### config.mk
export PLATFORM = sky130hd
export DESIGN_NAME = pot_i2c_frontend
export DESIGN_NICKNAME = d
export VERILOG_FILES = /design/src/rtl/pot_i2c_pkg.sv /design/src/rtl/pot_i2c_sync.sv /design/src/rtl/pot_i2c_link.sv /design/src/rtl/pot_i2c_cmd.sv /design/src/rtl/pot_i2c_frontend.sv
export SDC_FILE = /design/constraint.sdc
export NUM_CORES = 1
export LEC_CHECK = 0
export ABC_AREA = 1
export BUFFER_PORTS_ARGS = -buffer_cell sky130_fd_sc_hd__clkbuf_2
export CORE_MARGIN = 2
export CORE_UTILIZATION = 50
export DETAILED_ROUTE_END_ITERATION = 8
export HOLD_SLACK_MARGIN = 0.12
export PLACE_DENSITY = 0.7
export SYNTH_ARGS = -nofsm -noshare
export SYNTH_HDL_FRONTEND = slang
export SYNTH_SLANG_ARGS = --single-unit
### constraint.sdc
create_clock -name clk -period 2.8 [get_ports clk]
set_input_delay 0 -clock clk [delete_from_list [all_inputs] [get_ports clk]]
set_output_delay 0 -clock clk [all_outputs]
set_load 0.02 [all_outputs]
### src/rtl/pot_i2c_pkg.sv
`timescale 1ns/1ps
package pot_i2c_pkg;
  localparam int BYTE_W = 8;

  typedef enum logic [2:0] {
    ST_IDLE,
    ST_ADDR,
    ST_ADDR_ACK,
    ST_INSTR,
    ST_WDATA,
    ST_RDATA,
    ST_IGNORE
  } link_state_t;

  typedef struct packed {
    logic chan;
    logic shutdown;
    logic fuse;
    logic reserved;
    logic override;
  } instr_t;

  typedef struct packed {
    logic              chan;
    logic              shutdown;
    logic              fuse;
    logic              override;
    logic [BYTE_W-1:0] data;
  } wr_item_t;
endpackage

### src/rtl/pot_i2c_sync.sv
`timescale 1ns/1ps
module pot_i2c_sync #(
  parameter int STAGES = 2
) (
  input  logic clk,
  input  logic rst_n,
  input  logic scl_i,
  input  logic sda_i,
  output logic sda_s,
  output logic scl_rise,
  output logic scl_fall,
  output logic bus_start,
  output logic bus_stop
);
  // bit 1 = SCL, bit 0 = SDA
  logic [STAGES-1:0][1:0] pipe;
  logic [1:0]             last;
  logic [1:0]             cur;

  always_ff @(posedge clk or negedge rst_n) begin
    if (!rst_n) begin
      pipe <= '1;
      last <= 2'b11;
    end else begin
      pipe <= {pipe[STAGES-2:0], {scl_i, sda_i}};
      last <= pipe[STAGES-1];
    end
  end

  assign cur       = pipe[STAGES-1];
  assign sda_s     = cur[0];
  assign scl_rise  = cur[1] & ~last[1];
  assign scl_fall  = ~cur[1] & last[1];
  assign bus_start = cur[1] & last[1] & last[0] & ~cur[0];
  assign bus_stop  = cur[1] & last[1] & ~last[0] & cur[0];
endmodule

### src/rtl/pot_i2c_link.sv
`timescale 1ns/1ps
module pot_i2c_link
  import pot_i2c_pkg::*;
(
  input  logic              clk,
  input  logic              rst_n,
  input  logic              sda_s,
  input  logic              scl_rise,
  input  logic              scl_fall,
  input  logic              bus_start,
  input  logic              bus_stop,
  input  logic [6:0]        my_addr,
  input  logic [BYTE_W-1:0] tx_byte,
  output logic              sda_oe,
  output logic              instr_stb,
  output logic              data_stb,
  output logic [BYTE_W-1:0] rx_byte,
  output logic              tx_sel
);
  localparam logic [3:0] LAST_BIT = 4'd8;

  link_state_t       state;
  logic [3:0]        bitcnt;
  logic [BYTE_W-1:0] shreg;
  logic              go_read;
  logic              counting;

  assign rx_byte  = shreg;
  assign counting = (state != ST_IDLE) && (state != ST_IGNORE);

  always_ff @(posedge clk or negedge rst_n) begin
    if (!rst_n) begin
      state     <= ST_IDLE;
      bitcnt    <= '0;
      shreg     <= '0;
      go_read   <= 1'b0;
      sda_oe    <= 1'b0;
      tx_sel    <= 1'b0;
      instr_stb <= 1'b0;
      data_stb  <= 1'b0;
    end else begin
      instr_stb <= 1'b0;
      data_stb  <= 1'b0;
      if (bus_start) begin
        state  <= ST_ADDR;
        bitcnt <= '0;
        sda_oe <= 1'b0;
        tx_sel <= 1'b0;
      end else if (bus_stop) begin
        state  <= ST_IDLE;
        sda_oe <= 1'b0;
      end else if (scl_rise) begin
        case (state)
          ST_IDLE, ST_IGNORE: ;
          ST_RDATA: begin
            if (bitcnt == LAST_BIT) begin
              if (sda_s) state <= ST_IGNORE;   // master did not acknowledge
              else       tx_sel <= ~tx_sel;
            end
          end
          default: begin
            if (bitcnt < LAST_BIT) shreg <= {shreg[BYTE_W-2:0], sda_s};
          end
        endcase
        if (counting) bitcnt <= (bitcnt == LAST_BIT) ? 4'd0 : 4'(bitcnt + 4'd1);
      end else if (scl_fall) begin
        case (state)
          ST_ADDR: begin
            if (bitcnt == LAST_BIT) begin
              if (shreg[7:1] == my_addr) begin
                state   <= ST_ADDR_ACK;
                sda_oe  <= 1'b1;
                go_read <= shreg[0];
              end else begin
                state <= ST_IGNORE;
              end
            end
          end
          ST_ADDR_ACK: begin
            if (bitcnt == 4'd0) begin
              if (go_read) begin
                state  <= ST_RDATA;
                sda_oe <= ~tx_byte[BYTE_W-1];
              end else begin
                state  <= ST_INSTR;
                sda_oe <= 1'b0;
              end
            end
          end
          ST_INSTR: begin
            if (bitcnt == LAST_BIT) begin
              sda_oe    <= 1'b1;
              instr_stb <= 1'b1;
              state     <= ST_WDATA;
            end else if (bitcnt == 4'd0) begin
              sda_oe <= 1'b0;
            end
          end
          ST_WDATA: begin
            if (bitcnt == LAST_BIT) begin
              sda_oe   <= 1'b1;
              data_stb <= 1'b1;
            end else if (bitcnt == 4'd0) begin
              sda_oe <= 1'b0;
            end
          end
          ST_RDATA: begin
            sda_oe <= (bitcnt < LAST_BIT) ? ~tx_byte[~bitcnt[2:0]] : 1'b0;
          end
          default: sda_oe <= 1'b0;
        endcase
      end
    end
  end
endmodule

### src/rtl/pot_i2c_cmd.sv
`timescale 1ns/1ps
module pot_i2c_cmd
  import pot_i2c_pkg::*;
(
  input  logic              clk,
  input  logic              rst_n,
  input  logic              instr_stb,
  input  logic              data_stb,
  input  logic [BYTE_W-1:0] rx_byte,
  input  logic              tx_sel,
  input  logic [BYTE_W-1:0] wiper_a_i,
  input  logic [BYTE_W-1:0] wiper_b_i,
  input  logic [1:0]        fuse_status_i,
  output logic [BYTE_W-1:0] tx_byte,
  input  logic              wr_ready,
  output logic              wr_valid,
  output wr_item_t          wr_item
);
  instr_t ins;
  logic   sel_chan;
  logic   unused_low;

  assign unused_low = ^rx_byte[2:0];

  always_ff @(posedge clk or negedge rst_n) begin
    if (!rst_n) begin
      ins      <= '0;
      sel_chan <= 1'b0;
    end else if (instr_stb) begin
      ins <= '{chan: rx_byte[7], shutdown: rx_byte[6], fuse: rx_byte[5],
               reserved: rx_byte[4], override: rx_byte[3]};
      if (!rx_byte[4]) sel_chan <= rx_byte[7];
    end
  end

  always_ff @(posedge clk or negedge rst_n) begin
    if (!rst_n) begin
      wr_valid <= 1'b0;
      wr_item  <= '0;
    end else if (data_stb && !ins.reserved) begin
      wr_valid <= 1'b1;
      wr_item  <= '{chan: ins.chan, shutdown: ins.shutdown, fuse: ins.fuse,
                    override: ins.override, data: rx_byte};
    end else if (wr_valid && wr_ready) begin
      wr_valid <= 1'b0;
    end
  end

  always_comb begin
    if (tx_sel)        tx_byte = {fuse_status_i, {(BYTE_W-2){1'b0}}};
    else if (sel_chan) tx_byte = wiper_b_i;
    else               tx_byte = wiper_a_i;
  end
endmodule

### src/rtl/pot_i2c_frontend.sv
`timescale 1ns/1ps
module pot_i2c_frontend
  import pot_i2c_pkg::*;
#(
  parameter logic [4:0] ADDR_PREFIX = 5'b01011,
  parameter bit         FIXED_ADDR  = 1'b0,
  parameter int         SYNC_STAGES = 2
) (
  input  logic              clk,
  input  logic              rst_n,
  input  logic              scl_i,
  input  logic              sda_i,
  output logic              sda_oe,
  input  logic [1:0]        addr_pins_i,
  input  logic [BYTE_W-1:0] wiper_a_i,
  input  logic [BYTE_W-1:0] wiper_b_i,
  input  logic [1:0]        fuse_status_i,
  output logic              wr_valid,
  input  logic              wr_ready,
  output logic              wr_chan,
  output logic              wr_shutdown,
  output logic              wr_fuse,
  output logic              wr_override,
  output logic [BYTE_W-1:0] wr_data
);
  logic              sda_s, scl_rise, scl_fall, bus_start, bus_stop;
  logic              instr_stb, data_stb, tx_sel;
  logic [BYTE_W-1:0] rx_byte, tx_byte;
  logic [1:0]        low_bits;
  wr_item_t          item;

  generate
    if (FIXED_ADDR) begin : g_fixed
      logic unused_pins;
      assign unused_pins = ^addr_pins_i;
      assign low_bits    = 2'b11;
    end else begin : g_strap
      assign low_bits = addr_pins_i;
    end
  endgenerate

  pot_i2c_sync #(.STAGES(SYNC_STAGES)) u_sync (
    .clk(clk), .rst_n(rst_n), .scl_i(scl_i), .sda_i(sda_i),
    .sda_s(sda_s), .scl_rise(scl_rise), .scl_fall(scl_fall),
    .bus_start(bus_start), .bus_stop(bus_stop)
  );

  pot_i2c_link u_link (
    .clk(clk), .rst_n(rst_n), .sda_s(sda_s), .scl_rise(scl_rise),
    .scl_fall(scl_fall), .bus_start(bus_start), .bus_stop(bus_stop),
    .my_addr({ADDR_PREFIX, low_bits}), .tx_byte(tx_byte), .sda_oe(sda_oe),
    .instr_stb(instr_stb), .data_stb(data_stb), .rx_byte(rx_byte),
    .tx_sel(tx_sel)
  );

  pot_i2c_cmd u_cmd (
    .clk(clk), .rst_n(rst_n), .instr_stb(instr_stb), .data_stb(data_stb),
    .rx_byte(rx_byte), .tx_sel(tx_sel), .wiper_a_i(wiper_a_i),
    .wiper_b_i(wiper_b_i), .fuse_status_i(fuse_status_i),
    .tx_byte(tx_byte), .wr_ready(wr_ready), .wr_valid(wr_valid),
    .wr_item(item)
  );

  assign wr_chan     = item.chan;
  assign wr_shutdown = item.shutdown;
  assign wr_fuse     = item.fuse;
  assign wr_override = item.override;
  assign wr_data     = item.data;
endmodule

==> run summary, run 1 <==
post-layout util: 60.5%
CTS tree: built
grt total ovfl: 0
antenna violations before repair: 0
Max Cap Violations: 0
CTS HTree Levels: 2
Die Y: 72.0 um
register area share after synthesis: 49.0%
period utilisation layout: 66.8%
Post-Syn Area: 2310 sq um
Max FO, Critical Path: 16
r2r worst-path depth: 6
Final TNS setup: 0 ns
multi-input combinational cell area: 998 sq um
via/cell ratio: 5.01
Mapped Nets: 315
drt wl/cell: 12.2 um
RePlAce Congestion: 0.913
Tot Pwr: 1.91 mW
Initial Util: 52.4%
Antenna Cells: 0
Slew Viols, Final: 0
final WL: 4650 um
HPWL after detailed placement: 3480 um
Arr. time, crit path: 2.06 ns
Setup CP Type: reg2reg
core area: 4410 sq um
largest net degree at the start of global routing: 28
width of the die: 72.0 um
status: complete, no violations
CTS Buffer Depth: 2
hold crit path type: in2async
CP required: 2.99 ns
Root Driver: clkbuf_8
Power Density: 716 nW/um^2
Post-CTS Setup Inserts: 0
Seq cells post-synth: 45
vias in the first global route: 1806
Placed Instances: 371
Critical path destination: u_link.rx_byte[6]$_DFFE_PN0P_
clock skew: 0.00516 ns
Area Growth Syn to Fin: 15.5%
post-route minimum period: 1.87 ns
first-pass GRT wire length: 8090 um
DRT iter0 DRCs: 131
die area: 5190 sq um
reg2reg setup slack: 0.93 ns
final net count: 360
Worst VDD drop: 0.000318 V
Setup crit start: u_sync.cur[1]$_DFF_PN1_
Yosys warning total: 0
r2r startpoint: u_sync.cur[1]$_DFF_PN1_
IO Pins: 39
final instance area: 2670 sq um
Pre-antenna DRT Iters: 4
fraction of layout cells with a size suffix above 1: 23.6%
setup repair after global routing missed its margin: false
Worst-Skew Late Latency: 0.30 ns
Site Rows: 24
fin cells: 382
CTS Sinks: 45
Fillers: 406
Num CTS Buffers: 5
Max Freq: 534 MHz
clk slew on worst S/H paths: 0.09 ns
Hold Fails Final Rpt: 0
post-route ant nets: 0
vias: 1914
Worst Tran Pin Value: 0.663 ns
RR Endpoint: u_link.rx_byte[6]$_DFFE_PN0P_
Worst setup SP type: flip-flop
Post-DP Area: 2550 sq um
average footprint of a synthesized cell: 8.12 sq um
Port Buffers: 38
GRT Util Overall: 20.1%
FF/Latch Area: 1130 sq um
static leakage: 1.35 nW
CP endpoint kind: flip-flop
post-synth cell types: 30
# DRC: 0
slew margin rel.: 55.7%
cells after synthesis: 285
Final Setup Violations: 0
==> report_power, final <==
group,internal [mW],switching [mW]
clock network,0.173,0.228
logic,0.227,0.424
registers,0.761,0.101
total,1.16,0.753
==> metrics by stage <==
step | hold slack [ns] | worst slack [ns]
after global routing | 0.221 | 0.672
after detailed placement | -0.0215 | 0.939
after CTS | 0.183 | 0.930
after floorplan | -0.296 | 1.19
after global placement | -0.0255 | 0.927
final | 0.182 | 0.928
==> per-layer routing <==
layer	part of all wire [%]	track usage, %
met1	50	27.2
met2	45	31.7
met3	3.5	4.17
met4	2.1	8.60
met5	0	0
==> final cells by class <==
type                    count  share of cell area, %
multi-input cells         194                   37.4
clock buffers               5                   2.58
flip-flops and latches     45                   42.4
well taps                  52                   2.44
inverters                  41                   5.76
clock inverters             2                  0.515
repair buffers             43                   8.90
==> synthesized netlist by cell type (all sizes together) <==
library cell | instances | share of area [%]
a211oi | 1 | 0.32
a21oi | 6 | 1.3
a31oi | 1 | 0.27
buf | 2 | 0.70
clkbuf | 3 | 0.49
clkinv | 1 | 0.16
dfrtp | 39 | 42
dfstp | 6 | 6.8
ha | 5 | 2.7
inv | 40 | 6.5
nand2 | 77 | 13
nand3 | 32 | 7.9
nand4 | 4 | 1.1
nor2 | 21 | 3.8
nor3 | 5 | 1.7
nor3b | 2 | 1.1
o211ai | 1 | 0.32
o21ai | 36 | 9.1
or2 | 2 | 0.54
xor2 | 1 | 0.38
==> registers in the layout (all words and copies together) (netlist names) <==
signal	count
u_cmd.wr_valid	1
u_sync.last	2
u_link.bitcnt	4
u_cmd.ins	5
u_link.state	3
u_link.sda_oe	1
u_link.rx_byte	8
u_link.go_read	1
u_sync.cur	2
u_sync.pipe	2
u_cmd.wr_item	12
u_link.instr_stb	1
u_cmd.sel_chan	1
u_link.tx_sel	1
u_link.data_stb	1
==> worst max-delay path, cell delays in order (launching register included) <==
cell and delay (ns):
dfstp_2 0.58, ha_1 0.23, inv_1 0.13, nor3_2 0.22
nand3_2 0.34, nand2_1 0.19, o21ai_2 0.07
==> layout by cell type (no fill, tap or decap), types with 2 or more instances in the layout <==
| master | count |
|---|---|
| dfstp_2 | 6 |
| nand4_1 | 4 |
| nand2_1 | 76 |
| a21oi_1 | 6 |
| o21ai_2 | 8 |
| nor2_1 | 19 |
| inv_1 | 35 |
| nor3_2 | 3 |
| o21ai_0 | 25 |
| or2_2 | 2 |
| clkbuf_2 | 38 |
| o21ai_1 | 3 |
| inv_2 | 5 |
| ha_1 | 5 |
| dfrtp_1 | 39 |
| nand3_1 | 29 |
| nor3_1 | 2 |
| nand3_2 | 2 |
| clkbuf_8 | 5 |
| dlygate4sd3_1 | 4 |
| nor3b_2 | 2 |
==> cell families (layout without fill, tap and decap cells) <==
| kind of cell | after synthesis | in the layout | share of synthesized area [%] |
|---|---|---|---|
| compound gates | 45 | 45 | 11.3 |
| fa+ha+maj | 5 | 5 | 2.70 |
| flops | 45 | 45 | 49.0 |
| simple gates | 143 | 143 | 28.8 |
| xor+xnor | 1 | 1 | 0.379 |
| buf+inv | 46 | 91 | 7.84 |
==> worst min path at each step <==
stage,from,end,slack [ns],cells past startpoint
6_report,rst_n,u_cmd.wr_item[4]$_DFFE_PN0P_,0.18,2
5_1_grt,rst_n,u_cmd.wr_item[4]$_DFFE_PN0P_,0.22,2
4_1_cts,rst_n,u_cmd.wr_item[4]$_DFFE_PN0P_,0.18,2
3_5_place_dp,rst_n,u_cmd.wr_item[4]$_DFFE_PN0P_,-0.02,1
3_3_place_gp,rst_n,u_cmd.wr_valid$_DFFE_PN0P_,-0.03,1
2_1_floorplan,rst_n,u_cmd.ins[0]$_DFFE_PN0P_,-0.30,0
==> repair_timing <==
| item | 4_1_cts | 5_1_grt |
|---|---|---|
| gates resized for setup | 0 | 0 |
| hold buffers | 4 | 0 |
| hold endpoints to repair | 21 | 0 |
| endpoints found under the setup margin | 0 | 0 |
(Power assumes the default switching activity.)
==> run 2: changes to the inputs <==
- PLACE_DENSITY: 0.7 -> 0.73
- clock period: 2.8 -> 1.7 ns (I/O delays scaled with it)
==> run 2 against run 1 <==
Die area unchanged. Routed wire length increased by 4.5%. Power increased by 86%.
==> run summary, run 2 (synthesized netlist as in run 1, its figures left out) <==
Port Buffers: 38
Power Density: 1200 nW/um^2
Setup CP Type: reg2reg
Site Rows: 24
pre-CTS worst setup slack: -0.0426 ns
Worst Tran Pin Value: 0.648 ns
post-layout util: 67.1%
CTS Sinks: 45
r2r worst-path depth: 9
RePlAce Congestion: 0.949
grt total ovfl: 0
Worst VDD drop: 0.000727 V
hold depth: 10
post-route minimum period: 1.63 ns
first-pass GRT wire length: 8330 um
Setup crit start: u_sync.last[1]$_DFF_PN1_
slew margin rel.: 56.7%
CP endpoint kind: flip-flop
Num CTS Buffers: 5
Tot Pwr: 3.56 mW
HPWL after detailed placement: 3630 um
largest net degree at the start of global routing: 46
Arr. time, crit path: 1.86 ns
r2r startpoint: u_sync.last[1]$_DFF_PN1_
static leakage: 1.47 nW
drt wl/cell: 12.1 um
clk slew on worst S/H paths: 0.08 ns
Final Setup Violations: 0
CTS Buffer Depth: 2
Hold Fails Final Rpt: 0
Largest register FFs: 12
post-route ant nets: 0
Hold WS: 0.271 ns
Max FO, Critical Path: 5
vias in the first global route: 1837
Pre-antenna DRT Iters: 4
CP required: 1.93 ns
Initial Util: 52.4%
most frequent cells in the layout: nand2_1 (74), dfrtp_1 (39), clkbuf_2 (38)
Worst-Skew Late Latency: 0.31 ns
# DRC: 0
antenna violations before repair: 0
core area: 4410 sq um
Worst setup SP type: flip-flop
width of the die: 72.0 um
die area: 5190 sq um
status: complete, no violations
final net count: 377
fraction of layout cells with a size suffix above 1: 32.8%
setup ws final: 0.0678 ns
Area Growth Syn to Fin: 28.1%
hold_sp: wiper_a_i[4]
Max Cap Violations: 0
Max Freq: 613 MHz
Root Driver: clkbuf_8
most flop-heavy register: u_cmd.wr_item
CTS HTree Levels: 2
setup repair after global routing missed its margin: true
Die Y: 72.0 um
clock skew: 0.00884 ns
hold crit path type: in2reg
period utilisation layout: 96.0%
Slew Viols, Final: 0
commonest non-fill, non-tap cell in the layout: nand2_1
GRT Util Overall: 20.6%
Antenna Cells: 0
vias: 1962
IO Pins: 39
CTS tree: built
DRT iter0 DRCs: 84
via/cell ratio: 4.91
final WL: 4860 um
-- run 2: area by class of cell --
type                       count  area [sq um]
clock buffer                   5          68.8
inverter                      41           156
tap                           52          65.1
clock inverter                 3          48.8
fill                         375          1450
sequential                    45          1130
timing repair buffer          60           394
multi-input combinational    194          1100
-- run 2: final timing paths --
kind                                                     end  slack (ns)
worst max register to register    u_link.go_read$_DFFE_PN0P_        0.07
min in group asynchronous       u_cmd.wr_item[4]$_DFFE_PN0P_        0.30
worst min-delay path               u_link.sda_oe$_DFFE_PN0P_        0.27
worst max-delay path              u_link.go_read$_DFFE_PN0P_        0.07
worst min register to register       u_sync.cur[1]$_DFF_PN1_        0.36
max in group asynchronous           u_sync.pipe[0]$_DFF_PN1_        1.00
-- run 2: where the power goes --
group,internal [mW],switching (mW)
sequential,1.25,0.150
clock,0.448,0.395
combinational,0.526,0.791
total,2.23,1.34
-- run 2: per-layer routing --
layer,track usage (%),vias up,part of all wire (%)
met1,27.4,877,46
met3,4.44,10,3.6
met4,8.81,0,2.2
met2,33.0,38,48
li1,-,1037,-
met5,0,-,0
-- run 2: repair_timing --
item                                    CTS  global route
hold buffers                              4             0
gates resized for setup                   3            23
endpoints found under the setup margin    3            11
pin swaps                                 0             9
endpoints found under the hold margin    42             0
setup buffers                             0             4
-- run 2: per-stage QoR --
step           setup TNS, ns  instance area, sq um  instances
2_1_floorplan              0                  2310        285
3_3_place_gp               0                  2660        384
3_5_place_dp         -0.0638                  2660        384
4_1_cts             -0.00458                  2830        396
5_1_grt               -0.159                  2960        400
6_report                   0                  2960        400
-- run 2: critical path, stage by stage (launching register included) --
cell,delay [ns]
dfstp_2,0.55
inv_1,0.07
ha_4,0.18
inv_4,0.08
nand2_2,0.08
nor3_2,0.19
nand3_1,0.11
nor2_2,0.15
nor2_1,0.05
a21oi_1,0.11
